<file path="src/rtl/lcd_irq_pkg.sv">
package lcd_irq_pkg;

    localparam int DW = 32;

    typedef enum logic [1:0] {
        EV_SOF    = 2'd0,
        EV_EOF    = 2'd1,
        EV_BRANCH = 2'd2,
        EV_BUSERR = 2'd3
    } ev_kind_e;

    typedef enum logic [1:0] {
        SEL_CTRL  = 2'd0,
        SEL_SMASK = 2'd1,
        SEL_PSTAT = 2'd2,
        SEL_SSTAT = 2'd3
    } reg_sel_e;

    // primary status bit positions
    localparam int P_LDD    = 0;
    localparam int P_SOF0   = 1;
    localparam int P_BER    = 2;
    localparam int P_IU1    = 5;
    localparam int P_QD     = 7;
    localparam int P_EOF0   = 8;
    localparam int P_BS0    = 9;
    localparam int P_SINT   = 10;
    localparam int P_CH_LO  = 28;
    localparam int P_NSRC   = 13;

    // control word layout
    localparam int C_EN      = 0;
    localparam int C_MASK_LO = 16;

    // secondary bit offsets relative to the channel number
    localparam int S_SOF_OFS = -1;
    localparam int S_EOF_OFS = 7;
    localparam int S_BS_OFS  = 15;
    localparam int S_IU1_MSK = 24;

    // command word gating bits
    localparam int CMD_SOF = 22;
    localparam int CMD_EOF = 21;

    localparam logic [DW-1:0]      CTRL_KEEP  = 32'h1FFF_0001;
    localparam logic [DW-1:0]      SMASK_KEEP = 32'h3F3F_3F3F;
    localparam logic [DW-1:0]      PSTAT_W1C  = 32'h0000_0FFF;
    localparam logic [DW-1:0]      PCH_FIELD  = 32'h7000_0000;
    localparam logic [DW-1:0]      SSTAT_W1C  = 32'h003E_3F3F;
    localparam logic [P_NSRC-1:0]  PRI_SRC    = 13'h1BD3;

endpackage

</file>
<file path="src/rtl/lcd_irq_evdec.sv">
module lcd_irq_evdec
    import lcd_irq_pkg::*;
#(
    parameter int NCH = 7
) (
    input  logic          ev_valid,
    input  logic [1:0]    ev_kind,
    input  logic [2:0]    ev_ch,
    input  logic [DW-1:0] ev_cmd,
    input  logic [DW-1:0] ctrl_q,
    input  logic [DW-1:0] smask_q,
    input  logic          irq_q,
    output logic [DW-1:0] pri_set,
    output logic [DW-1:0] sec_set,
    output logic          ber_hit,
    output logic [2:0]    ber_ch,
    output logic          fid_load
);

    logic       ch_ok;
    logic       is_ch0;
    logic       hit;
    logic       unmasked;
    logic [4:0] sec_idx;
    logic [4:0] pri_idx;
    logic       unused_cmd_bits;

    assign unused_cmd_bits = ^{ev_cmd[DW-1:CMD_SOF+1], ev_cmd[CMD_EOF-1:0]};
    assign ch_ok  = ev_valid && (32'(ev_ch) < NCH);
    assign is_ch0 = (ev_ch == 3'd0);
    assign ber_ch = ev_ch;

    always_comb begin
        hit      = 1'b0;
        ber_hit  = 1'b0;
        sec_idx  = '0;
        pri_idx  = '0;
        case (ev_kind_e'(ev_kind))
            EV_SOF: begin
                hit     = ev_cmd[CMD_SOF];
                pri_idx = 5'(P_SOF0);
                sec_idx = 5'({2'b00, ev_ch} + 5'(S_SOF_OFS));
            end
            EV_EOF: begin
                hit     = ev_cmd[CMD_EOF];
                pri_idx = 5'(P_EOF0);
                sec_idx = 5'({2'b00, ev_ch} + 5'(S_EOF_OFS));
            end
            EV_BRANCH: begin
                hit     = 1'b1;
                pri_idx = 5'(P_BS0);
                sec_idx = 5'({2'b00, ev_ch} + 5'(S_BS_OFS));
            end
            EV_BUSERR: begin
                hit     = 1'b1;
                ber_hit = ch_ok;
                pri_idx = 5'(P_BER);
            end
            default: hit = 1'b0;
        endcase
        hit = hit && ch_ok;
    end

    always_comb begin
        pri_set  = '0;
        sec_set  = '0;
        unmasked = 1'b0;
        fid_load = 1'b0;
        if (hit) begin
            if (ber_hit) begin
                pri_set[P_BER] = 1'b1;
                unmasked       = 1'b1;
                fid_load       = 1'b1;
            end else if (is_ch0) begin
                pri_set[pri_idx] = 1'b1;
                unmasked         = !ctrl_q[C_MASK_LO + 32'(pri_idx)];
            end else begin
                sec_set[sec_idx] = 1'b1;
                unmasked         = !smask_q[sec_idx];
            end
            if (unmasked && irq_q) begin
                pri_set[P_SINT] = 1'b1;
                fid_load        = 1'b1;
            end
        end
    end

endmodule

</file>
<file path="src/rtl/lcd_irq_wrdec.sv">
module lcd_irq_wrdec
    import lcd_irq_pkg::*;
(
    input  logic          wr_en,
    input  logic [1:0]    wr_sel,
    input  logic [DW-1:0] wr_data,
    input  logic          en_q,
    output logic          ctrl_we,
    output logic [DW-1:0] ctrl_wdata,
    output logic          smask_we,
    output logic [DW-1:0] smask_wdata,
    output logic [DW-1:0] pri_clr,
    output logic [DW-1:0] sec_clr,
    output logic          qd_set
);

    always_comb begin
        ctrl_we     = 1'b0;
        smask_we    = 1'b0;
        pri_clr     = '0;
        sec_clr     = '0;
        qd_set      = 1'b0;
        ctrl_wdata  = wr_data & CTRL_KEEP;
        smask_wdata = wr_data & SMASK_KEEP;
        if (wr_en) begin
            case (reg_sel_e'(wr_sel))
                SEL_CTRL: begin
                    ctrl_we = 1'b1;
                    qd_set  = en_q && !wr_data[C_EN];
                end
                SEL_SMASK: smask_we = 1'b1;
                SEL_PSTAT: begin
                    pri_clr = wr_data & PSTAT_W1C;
                    if (wr_data[P_BER]) begin
                        pri_clr = pri_clr | PCH_FIELD;
                    end
                end
                SEL_SSTAT: sec_clr = wr_data & SSTAT_W1C;
                default: ctrl_we = 1'b0;
            endcase
        end
    end

endmodule

</file>
<file path="src/rtl/lcd_irq_reduce.sv">
module lcd_irq_reduce
    import lcd_irq_pkg::*;
(
    input  logic [P_NSRC-1:0] pri_src,
    input  logic [P_NSRC-1:0] pri_mask,
    input  logic [DW-1:0]     sec_stat,
    input  logic [DW-1:0]     sec_mask,
    output logic              irq_raw
);

    logic [P_NSRC-1:0] pri_hit;

    for (genvar i = 0; i < P_NSRC; i++) begin : g_src
        if (i == P_IU1) begin : g_iu1
            assign pri_hit[i] = pri_src[i] && !sec_mask[S_IU1_MSK];
        end else if (PRI_SRC[i]) begin : g_on
            assign pri_hit[i] = pri_src[i] && !pri_mask[i];
        end else begin : g_off
            assign pri_hit[i] = 1'b0;
        end
    end

    assign irq_raw = (|pri_hit) || (|(sec_stat & ~sec_mask));

endmodule

</file>
<file path="src/rtl/lcd_irq_status.sv">
module lcd_irq_status
    import lcd_irq_pkg::*;
#(
    parameter int NCH   = 7,
    parameter int FID_W = 32
) (
    input  logic             clk,
    input  logic             rst_n,
    input  logic             wr_en,
    input  logic [1:0]       wr_sel,
    input  logic [31:0]      wr_data,
    input  logic             ev_valid,
    input  logic [1:0]       ev_kind,
    input  logic [2:0]       ev_ch,
    input  logic [31:0]      ev_cmd,
    input  logic [FID_W-1:0] ev_fid,
    input  logic             last_frame_done,
    output logic [31:0]      ctrl_o,
    output logic [31:0]      sec_mask_o,
    output logic [31:0]      pri_status_o,
    output logic [31:0]      sec_status_o,
    output logic [FID_W-1:0] frame_id_o,
    output logic             irq_o
);

    typedef struct packed {
        logic [DW-1:0]    ctrl;
        logic [DW-1:0]    smask;
        logic [DW-1:0]    pri;
        logic [DW-1:0]    sec;
        logic [FID_W-1:0] fid;
        logic             irq;
    } state_t;

    state_t st_d, st_q;

    logic [DW-1:0] pri_set, sec_set, pri_clr, sec_clr;
    logic [DW-1:0] ctrl_wdata, smask_wdata;
    logic          ber_hit, fid_load, ctrl_we, smask_we, qd_set, irq_raw;
    logic [2:0]    ber_ch;

    lcd_irq_evdec #(.NCH(NCH)) u_evdec (
        .ev_valid (ev_valid),
        .ev_kind  (ev_kind),
        .ev_ch    (ev_ch),
        .ev_cmd   (ev_cmd),
        .ctrl_q   (st_q.ctrl),
        .smask_q  (st_q.smask),
        .irq_q    (st_q.irq),
        .pri_set  (pri_set),
        .sec_set  (sec_set),
        .ber_hit  (ber_hit),
        .ber_ch   (ber_ch),
        .fid_load (fid_load)
    );

    lcd_irq_wrdec u_wrdec (
        .wr_en       (wr_en),
        .wr_sel      (wr_sel),
        .wr_data     (wr_data),
        .en_q        (st_q.ctrl[C_EN]),
        .ctrl_we     (ctrl_we),
        .ctrl_wdata  (ctrl_wdata),
        .smask_we    (smask_we),
        .smask_wdata (smask_wdata),
        .pri_clr     (pri_clr),
        .sec_clr     (sec_clr),
        .qd_set      (qd_set)
    );

    lcd_irq_reduce u_reduce (
        .pri_src  (st_q.pri[P_NSRC-1:0]),
        .pri_mask (st_q.ctrl[C_MASK_LO +: P_NSRC]),
        .sec_stat (st_q.sec),
        .sec_mask (st_q.smask),
        .irq_raw  (irq_raw)
    );

    always_comb begin
        st_d = st_q;
        if (ctrl_we) begin
            st_d.ctrl = ctrl_wdata;
        end
        if (smask_we) begin
            st_d.smask = smask_wdata;
        end
        // set wins over a clear in the same cycle
        st_d.pri = (st_q.pri & ~pri_clr) | pri_set;
        st_d.pri[P_QD]  = st_d.pri[P_QD]  | qd_set;
        st_d.pri[P_LDD] = st_d.pri[P_LDD] | last_frame_done;
        if (ber_hit) begin
            st_d.pri[P_CH_LO +: 3] = ber_ch;
        end
        st_d.sec = (st_q.sec & ~sec_clr) | sec_set;
        if (fid_load) begin
            st_d.fid = ev_fid;
        end
        st_d.irq = irq_raw;
    end

    always_ff @(posedge clk) begin
        if (!rst_n) begin
            st_q <= '0;
        end else begin
            st_q <= st_d;
        end
    end

    assign ctrl_o       = st_q.ctrl;
    assign sec_mask_o   = st_q.smask;
    assign pri_status_o = st_q.pri;
    assign sec_status_o = st_q.sec;
    assign frame_id_o   = st_q.fid;
    assign irq_o        = st_q.irq;

endmodule

</file>
<file path="config.mk">
export PLATFORM = sky130hd
export DESIGN_NAME = lcd_irq_status
export DESIGN_NICKNAME = d
export VERILOG_FILES = /design/src/rtl/lcd_irq_pkg.sv /design/src/rtl/lcd_irq_evdec.sv /design/src/rtl/lcd_irq_wrdec.sv /design/src/rtl/lcd_irq_reduce.sv /design/src/rtl/lcd_irq_status.sv
export SDC_FILE = /design/constraint.sdc
export NUM_CORES = 1
export LEC_CHECK = 0
export BUFFER_PORTS_ARGS = -buffer_cell sky130_fd_sc_hd__buf_2
export CAP_MARGIN = 20
export CORE_UTILIZATION = 47
export CTS_CLUSTER_SIZE = 24
export DETAILED_ROUTE_END_ITERATION = 10
export GPL_TIMING_DRIVEN = 1
export HOLD_SLACK_MARGIN = 0.08
export PLACE_DENSITY = 0.77
export SLEW_MARGIN = 20
export SYNTH_ARGS = -nofsm -noshare
export SYNTH_HDL_FRONTEND = slang
export SYNTH_SLANG_ARGS = --single-unit
</file>
<file path="constraint.sdc">
create_clock -name clk -period 3.3 [get_ports clk]
set_clock_uncertainty 0.1 [all_clocks]
set_input_delay 0.495 -clock clk [delete_from_list [all_inputs] [get_ports clk]]
set_output_delay 0.495 -clock clk [all_outputs]
set_load 0.03 [all_outputs]
</file>
==> metrics, run 1 <==
endpoints failing setup 0; Worst-Skew Late Latency a little over 0.4 ns; Final HPWL DP 12,600 um; peak supply drop 378 uV; CP Max Fanout 23; Simple-Gate Fraction of Synth Area 0.219; async set or reset register ratio after synthesis 0; Hold-fix buffers, CTS 0; number of global-route vias before repair roughly 5k; 1st-iter DRT viols 529; adder-cell area share of the yosys netlist 0.0238; crit end category register; post-route DRC violation count 0; multiplexer share of the synthesized area 0.0782; Pwr Density 530 mW/mm^2; FP Rows 40; EDFF count, synth 0; Clock Sinks 118; die area about 0.013 sq mm; post-synthesis sequential area ratio 0.408; XOR/XNOR Fraction of Synth Area 0; part of the cycle the worst path needs 0.881; maxcap violations 0; Die Y-Extent 113 um; unrepaired setup endpoints after global routing false; average instance area after synthesis roughly 8 sq um; P_leak 3.32 nW; Post-DP Area ~0.0067 sq mm; Design Area, Final roughly 0.0073 sq mm; first-pass GRT wire length around 27,000 um; Layout area overhead 26.2%; commonest non-fill, non-tap cells in the layout 202 x nand2_1, 190 x buf_2, 118 x dfxtp_1; min-delay worst type input port to register; average routed wire per standard cell 16.1 um; Initial Util 0.482; antenna-violating nets left 0; Achievable Freq 0.344 GHz; Final GP Congestion 0.939; Worst Max-Slew Pin Slew 1.01 ns; Layout Nets 1,018; largest family of logic cells by synthesized area simple AND/OR/NAND/NOR gates; Netlist cell types 52; Worst Hold Slack between 0.15 and 0.2 ns; DRT Wirelength 17,000 um; DR vias/cell around 5.2; synthesis-stage register bit count approximately 120; CTS H-tree lvls 4; slew margin rel. 0.329; total number of vias 5,546; critical setup path kind input port to register; fin. max-slew vios 0; GRT overflow 0; Setup Buffers After CTS 0; clk buf depth 2; Worst-path clk slew about 0.050 ns; startpoint types input port; share of cells above drive strength 1 0.272; Crit path arrival time between 3 and 4 ns; Die Width roughly 110 um; Ys Warns 0; WP data required 3.53 ns; outcome complete, no violations; Tot GR Track Use 0.271; PostCTS Resize Cnt 0; initial antenna violation count 0; Ports 269; number of port buffers between 150 and 200; CTS Root Buffer Type clkbuf_16; CTS tree built; Hold Fails Final Rpt 0; post-synthesis compound-gate area fraction 0.156; Netlist Area Pre-Place 0.00579 sq mm; largest net degree at the start of global routing 64; CORE AREA roughly 0.012 sq mm; Min Clock Period, post-route 2.91 ns; Mapped Cells 708; drt pass-1 iters 5; Synth Flop Type dfxtp_1; # diodes 0; clock buffer count from CTS 17; most common cell after layout, fill and taps aside nand2_1
## area by class of cell
cell class / count / area (sq um)
Sequential cell: 118 / 2360
Tap cell: 147 / 184
Fill cell: 1100 / 4710
Timing Repair Buffer: 209 / 1110
Clock inverter: 9 / 125
Clock buffer: 22 / 474
Multi-Input combinational cell: 519 / 2930
Inverter: 34 / 128
## worst max-delay path, cell delays in order
cell,delay (ns)
buf_2,0.13
inv_1,0.10
ha_1,0.28
or3_4,0.43
and2_4,0.21
mux4_2,0.42
nand2_1,0.08
o311ai_1,0.15
a31oi_1,0.22
o21a_2,0.18
buf_12,0.20
mux2i_1,0.22
## logic make-up after synthesis
logic type,Yosys count
other,1
AOI/OAI and AO/OA,132
DFF,118
adders and majority gates,11
and+or+nand+nor,292
buffers and inverters,113
muxes,41
## metrics by stage
stage / total power [mW] / worst slack (ns) / TNS [ns] / instances / util
after detailed placement: 2.02 / -0.00404 / -0.00404 / 1027 / 0.558
after global routing: 4.01 / 0.234 / 0 / 1058 / 0.608
after floorplan: 1.90 / 0.306 / 0 / 750 / -
final: 3.87 / 0.394 / 0 / 1058 / 0.608
after CTS: 3.88 / 0.426 / 0 / 1058 / 0.608
after global placement: 2.01 / 0.0648 / 0 / 1027 / 0.558
## path summary, 6_finish.rpt
path	start	endpoint	slack, ns	depth (start not counted)
hold / removal	wr_data[6]	pri_status_o[6]$_SDFF_PN0_	0.15	2
hold reg to reg	pri_status_o[3]$_SDFF_PN0_	pri_status_o[3]$_SDFF_PN0_	0.33	2
setup / recovery	ev_kind[0]	frame_id_o[25]$_SDFFE_PN0P_	0.39	12
setup reg to reg	sec_mask_o[3]$_SDFFE_PN0P_	frame_id_o[25]$_SDFFE_PN0P_	1.09	9
## registers in the layout, indices dropped and copies added, names as in the netlist
name	flops
sec_mask_o	24
ctrl_o	14
pri_status_o	15
frame_id_o	32
sec_status_o	32
irq_o	1
## synth_stat cells (2+ instances only)
cell      count  area, sq um
clkbuf_1     29          109
mux4_2        3         67.6
a211oi_1      4         30.0
buf_6         3         33.8
and3_1        6         37.5
nor4_1        4         25.0
a22oi_1       5         37.5
and2_1       19          119
nand2_1     202          758
inv_1        34          128
ha_1         11          138
a21oi_1      13         65.1
o22ai_1      10         62.6
nand3_1      13         65.1
a32oi_1       3         26.3
nor3_1        4         20.0
nor2_1       20         75.1
nor2b_1      11         68.8
o21ai_0      24          120
buf_4        44          330
dfxtp_1     118         2360
a21boi_0     42          315
o21a_1       14          105
nor3b_1       4         30.0
a221oi_1      3         26.3
buf_12        3         60.1
mux2i_1      36          360
a211o_1       2         17.5
## report_power, final
part           leakage (nW)  switching (mW)  internal [mW]
registers             0.955          0.0323           1.46
clock network         0.292           0.639           1.24
logic                  2.07           0.341          0.160
## per-layer routing
layer / part of all wire / wire length (um) / vias up / GRT usage
li1: - / - / 2651 / -
met1: 0.42 / 7140 / 2541 / 0.355
met2: 0.46 / 7850 / 301 / 0.421
met3: 0.082 / 1400 / 53 / 0.0653
met4: 0.039 / 662 / 0 / 0.132
met5: 0 / 0 / - / 0
Power figures use the tool's default switching activity.
==> inputs of run 2 (changes only) <==
--- a/config.mk
+++ b/config.mk
@@ -8,12 +8,14 @@
 export BUFFER_PORTS_ARGS = -buffer_cell sky130_fd_sc_hd__buf_2
 export CAP_MARGIN = 20
-export CORE_UTILIZATION = 47
+export CORE_ASPECT_RATIO = 0.8
+export CORE_UTILIZATION = 53
 export CTS_CLUSTER_SIZE = 24
 export DETAILED_ROUTE_END_ITERATION = 10
 export GPL_TIMING_DRIVEN = 1
 export HOLD_SLACK_MARGIN = 0.08
-export PLACE_DENSITY = 0.77
+export PLACE_DENSITY = 0.79
 export SLEW_MARGIN = 20
 export SYNTH_ARGS = -nofsm -noshare
 export SYNTH_HDL_FRONTEND = slang
+export SYNTH_HIERARCHICAL = 1
 export SYNTH_SLANG_ARGS = --single-unit
==> constraint.sdc (replaced) <==
create_clock -name clk -period 3.3 [get_ports clk]
set_clock_uncertainty 0.1 [all_clocks]
set_input_delay 0.66 -clock clk [delete_from_list [all_inputs] [get_ports clk]]
set_output_delay 0.66 -clock clk [all_outputs]
set_load 0.03 [all_outputs]
==> run 2 against run 1 <==
  * Core utilization rose by 2.7 points
  * Largest cell class unchanged
  * Sequential share of layout area is 0.43 points lower
  * Synthesized cell count grew 30%
  * Critical endpoint is now frame_id_o[7]$_SDFFE_PN0P_
  * Sequential power is 38% higher
  * Global-route usage down 1.1 points
  * Routed wire length up 30%
==> metrics, run 2 <==
Worst-Skew Late Latency 0.42 ns; endpoints failing setup 0; Hold-fix buffers, CTS 0; Pwr Density 483 mW/mm^2; Post-synth top cells 164 x nor2b_1, 161 x dfxtp_1, 131 x buf_4; Worst-path clk slew 0.06 ns; average routed wire per standard cell 16.4 um; antenna-violating nets left 0; initial antenna violation count 2; pre-CTS setup slack -0.165 ns; total number of vias between 6k and 7k; Worst Max-Slew Pin Slew 0.621 ns; Most Used Layer, Global Route met2; Tot GR Track Use 0.260; post-route DRC violation count 0; crit end category register; Die Y-Extent 117 um; startpoint types input port; Final GP Congestion 0.917; Layout area overhead 16.0%; EDFF count, synth 0; async set or reset register ratio after synthesis 0; die area ~0.017 sq mm; CORE AREA 0.0159 sq mm; Multi-input gate area 0.00429 sq mm; clk buf depth 2; # diodes 0; maxcap violations 0; largest net degree at the start of global routing 106; Post-DP Area 0.00949 sq mm; share of cells above drive strength 1 0.296; setup slack after layout 0.149 ns; Die Width 145 um; Crit path arrival time 3.36 ns; first-pass GRT wire length 34,100 um; sequential cell area about 0.0032 sq mm; slew margin rel. 0.586; outcome complete, no violations; met3 Track Usage GR 0.0809; Clock Sinks 161; GRT met1 Usage 0.346; Netlist cell types 53; most numerous cell in the Yosys netlist nor2b_1; fin. max-slew vios 0; CTS H-tree lvls 4; unrepaired setup endpoints after global routing false; peak supply drop 312 uV; Initial Util 0.547; part of the cycle the worst path needs 0.955; clock buffer count from CTS 17; Layout Nets ~1.2k; 1st-iter DRT viols 503; PostCTS Resize Cnt 0; Mapped Cells ~920; most common cell after layout, fill and taps aside buf_2; M2 GR Usage 0.404; Netlist Area Pre-Place 0.00871 sq mm; area share of the largest cell type after synthesis 0.370; Ports 269; largest family of logic cells by synthesized area simple AND/OR/NAND/NOR gates; Ys Warns 6; Design Area, Final 0.0101 sq mm; FP Rows 41; Setup Buffers After CTS 0; min-delay worst type input port to register; P_leak between 4 and 5 nW; number of port buffers 234; synthesis-stage register bit count 161; post-synthesis sequential area ratio 0.370; critical setup path kind input port to register; setup tns final 0 ns; Worst Hold Slack 0.365 ns; GRT overflow 0; XOR/XNOR Fraction of Synth Area 0; Simple-Gate Fraction of Synth Area 0.213; CTS tree built; Min Clock Period, post-route 3.15 ns; DR vias/cell roughly 5; CTS Root Buffer Type clkbuf_16; Power Total 4.88 mW; Synth Flop Type dfxtp_1; fillers 1,417; multiplexer share of the synthesized area 0.119; adder-cell area share of the yosys netlist 0.0158; average instance area after synthesis 9.47 sq um; top cells by area, synth dfxtp_1 37%, nor2b_1 12%, buf_4 11%, mux2i_1 11%, o21a_1 5.1%; WP data required 3.51 ns; DRT Wirelength ~22,000 um; Final HPWL DP 16,200 um; drt pass-1 iters 5; commonest non-fill, non-tap cells in the layout 233 x buf_2, 164 x nor2b_1, 161 x dfxtp_1; Yosys top cell by area dfxtp_1; post-synthesis compound-gate area fraction 0.105; CP Max Fanout 17; number of global-route vias before repair roughly 6.3k; Achievable Freq 0.317 GHz; Hold Fails Final Rpt 0
-- run 2: cell count changes after synthesis, moves of 24 or more --
cell      previous run  this run
nor2_1              20        44
dfxtp_1            118       161
nand2_1            202        17
o21a_1              14        59
nor2b_1             11       164
mux2i_1             36        98
buf_4               44       131
a21boi_0            42         0
-- run 2: worst paths after layout --
kind | start | end | slack [ns] | cells after the start
setup / recovery | ev_kind[0] | frame_id_o[7]$_SDFFE_PN0P_ | 0.15 | 15
hold / removal | last_frame_done | pri_status_o[0]$_SDFF_PN0_ | 0.37 | 2
setup reg to reg | sec_mask_o[26]$_SDFFE_PN0P_ | frame_id_o[7]$_SDFFE_PN0P_ | 0.96 | 9
hold reg to reg | frame_id_o[26]$_SDFFE_PN0P_ | frame_id_o[26]$_SDFFE_PN0P_ | 0.41 | 2
-- run 2: layout make-up --
class	count	area share
inverters	33	0.0123
clock buffers	20	0.0452
flip-flops and latches	161	0.319
clock inverters	11	0.0152
repair buffers	280	0.157
multi-input cells	636	0.425
well taps	215	0.0266
-- run 2: through the flow --
step / util / cells
4_1_cts: 0.635 / 1356
6_report: 0.635 / 1356
3_3_place_gp: 0.596 / 1325
3_5_place_dp: 0.596 / 1325
5_1_grt: 0.635 / 1356
2_1_floorplan: - / 1002
-- run 2: logic make-up (layout without fill, tap and decap cells) --
family	count (synthesis)	count (layout)
other	2	85
muxes	101	101
AOI/OAI and AO/OA	126	126
DFF	161	161
adders and majority gates	11	11
buffers and inverters	205	344
and+or+nand+nor	313	313
-- run 2: critical path, cell delays in order --
cell	delay (ns)
buf_2	0.11
inv_1	0.08
ha_1	0.30
buf_4	0.17
nor3_2	0.12
buf_4	0.24
o21ai_0	0.12
a32oi_1	0.31
o22ai_1	0.13
nor4_2	0.42
buf_12	0.16
o22ai_4	0.09
buf_12	0.18
mux2i_1	0.18
nor2b_1	0.06
-- run 2: where the power goes --
part           switching (mW)  internal, mW  total [mW]
clock                   0.800          1.23        2.03
combinational           0.464         0.306       0.770
sequential             0.0556          2.02        2.07
-- run 2: per-layer routing --
layer	vias up	wire length, um	part of all wire
li1	3305	-	-
met1	3131	10000	0.45
met2	275	9770	0.44
met3	40	1880	0.085
met4	4	527	0.024
met5	-	16	0.00072
==> inputs of run 3 (changes only) <==
- CELL_PAD_IN_SITES_DETAIL_PLACEMENT: unset -> 2
- CELL_PAD_IN_SITES_GLOBAL_PLACEMENT: unset -> 2
- CORE_UTILIZATION: 53 -> 31
- PLACE_DENSITY: 0.79 -> 0.78
==> run 3 against run 2 <==
  * Sequential power hardly changed
  * Worst hold slack worse by 0.013 ns
  * Total power is 4.1% higher
  * Combinational power is 5.2% higher
  * Highest routed layer unchanged
==> metrics, run 3 (synthesis results as in run 2) <==
P_leak around 4.5 nW; startpoint types input port; number of global-route vias before repair 7,363; worst reg2reg path depth 8; Multi-input gate area 0.00430 sq mm; pre-CTS setup slack -0.333 ns; R2R Setup Slk roughly 0.85 ns; commonest non-fill, non-tap cells in the layout 233 x buf_2, 164 x nor2b_1, 161 x dfxtp_1; Worst-path clk slew 0.07 ns; clk buf depth 2; GRT overflow 0; Design Area, Final between 0.01 and 0.015 sq mm; die area 0.0288 sq mm; Die Y-Extent 152 um; peak supply drop 378 uV; Initial Util 0.317; CTS tree built; Layout area overhead 19.2%; CP Max Fanout 16; Min Clock Period, post-route ~3.2 ns; Layout Nets 1,254; Tot GR Track Use 0.206; Hold Fails Final Rpt 0; antenna-violating nets left 0; post-route DRC violation count 0; Pwr Density 489 mW/mm^2; Die Width 189 um; Setup Buffers After CTS 0; endpoints failing setup 0; drt pass-1 iters 4; sequential cell area ~0.0032 sq mm; DRT Wirelength 29,600 um; clock buffer count from CTS 17; Post-DP Area around 0.01 sq mm; Worst Max-Slew Pin Slew 0.605 ns; average routed wire per standard cell 19.6 um; Final GP Congestion 0.873; FP Rows 54; Achievable Freq 0.310 GHz; share of cells above drive strength 1 0.298; initial antenna violation count 3; Ports 269; Critical Path End frame_id_o[27]$_SDFFE_PN0P_; DR vias/cell 4.62; Final HPWL DP 22,400 um; CTS H-tree lvls 4; first-pass GRT wire length 44,800 um; CORE AREA 0.0274 sq mm; total number of vias 6,983; fillers 3,133; number of port buffers 234; Reg2Reg Capture Point frame_id_o[27]$_SDFFE_PN0P_; maxcap violations 0; outcome complete, no violations; Crit path arrival time 3.44 ns; WP data required 3.52 ns; critical setup path kind input port to register; min-delay worst type input port to register; most common cell after layout, fill and taps aside buf_2; part of the cycle the worst path needs 0.978; CP Launch Point ev_kind[1]; r2r startpoint ctrl_o[16]$_SDFFE_PN0P_; 1st-iter DRT viols 260; CTS Root Buffer Type clkbuf_16; setup slack after layout 0.0725 ns; Worst-Skew Late Latency 0.44 ns; crit end category register; Clock Sinks 161; fin. max-slew vios 0; slew margin rel. 0.586; largest net degree at the start of global routing 101
==> run 3: critical path, cell delays in order <==
cell	delay [ns]
buf_2	0.12
inv_1	0.10
ha_1	0.25
or3_1	0.41
buf_4	0.22
a32oi_1	0.23
a32oi_1	0.12
o22ai_1	0.29
nor4_2	0.09
buf_4	0.16
o22ai_4	0.25
buf_12	0.22
mux2i_1	0.24
nor2b_1	0.06
==> run 3: where the power goes <==
group	leakage [nW]	total (mW)	switching [mW]	internal [mW]
clock	0.292	2.19	0.856	1.34
combinational	2.93	0.810	0.499	0.311
sequential	1.31	2.08	0.0594	2.02
==> run 3: worst min-delay path by stage <==
stage | end | depth (start not counted) | start | slack, ns
final | pri_status_o[0]$_SDFF_PN0_ | 2 | last_frame_done | 0.35
after global routing | pri_status_o[0]$_SDFF_PN0_ | 2 | last_frame_done | 0.35
after CTS | pri_status_o[0]$_SDFF_PN0_ | 2 | last_frame_done | 0.34
after detailed placement | ctrl_o[1]$_SDFFE_PN0P_ | 2 | ctrl_o[1]$_SDFFE_PN0P_ | 0.40
after global placement | frame_id_o[22]$_SDFFE_PN0P_ | 2 | frame_id_o[22]$_SDFFE_PN0P_ | 0.39
after floorplan | ctrl_o[10]$_SDFFE_PN0P_ | 2 | ctrl_o[10]$_SDFFE_PN0P_ | 0.54
==> run 3: final cells by class <==
| class | count | share of cell area |
|---|---|---|
| clock inverters | 10 | 0.0180 |
| inverters | 33 | 0.0119 |
| flip-flops and latches | 161 | 0.311 |
| multi-input cells | 636 | 0.414 |
| repair buffers | 286 | 0.158 |
| diodes | 3 | 0.000724 |
| clock buffers | 20 | 0.0421 |
| well taps | 364 | 0.0439 |
==> run 3: repair_timing <==
| action | 4_1_cts | 5_1_grt |
|---|---|---|
| endpoints found under the setup margin | 0 | 8 |
| hold buffers | 0 | 0 |
| gates resized for setup | 0 | 2 |
==> run 3: metal layers <==
layer  part of all wire  GRT usage
met2               0.46      0.331
met3              0.056     0.0460
met4              0.021     0.0695
met5            0.00027          0
met1               0.46      0.270
==> run 3: stage by stage <==
stage	cells	total power [mW]	hold slack (ns)	utilization	TNS [ns]
after global routing	1512	5.27	0.351	0.378	-0.00189
after detailed placement	1479	2.92	0.403	0.354	-8.73
final	1513	5.08	0.353	0.378	0
after floorplan	1002	2.74	0.540	-	0
after global placement	1479	2.89	0.391	0.354	-5.70
after CTS	1509	5.14	0.342	0.377	0
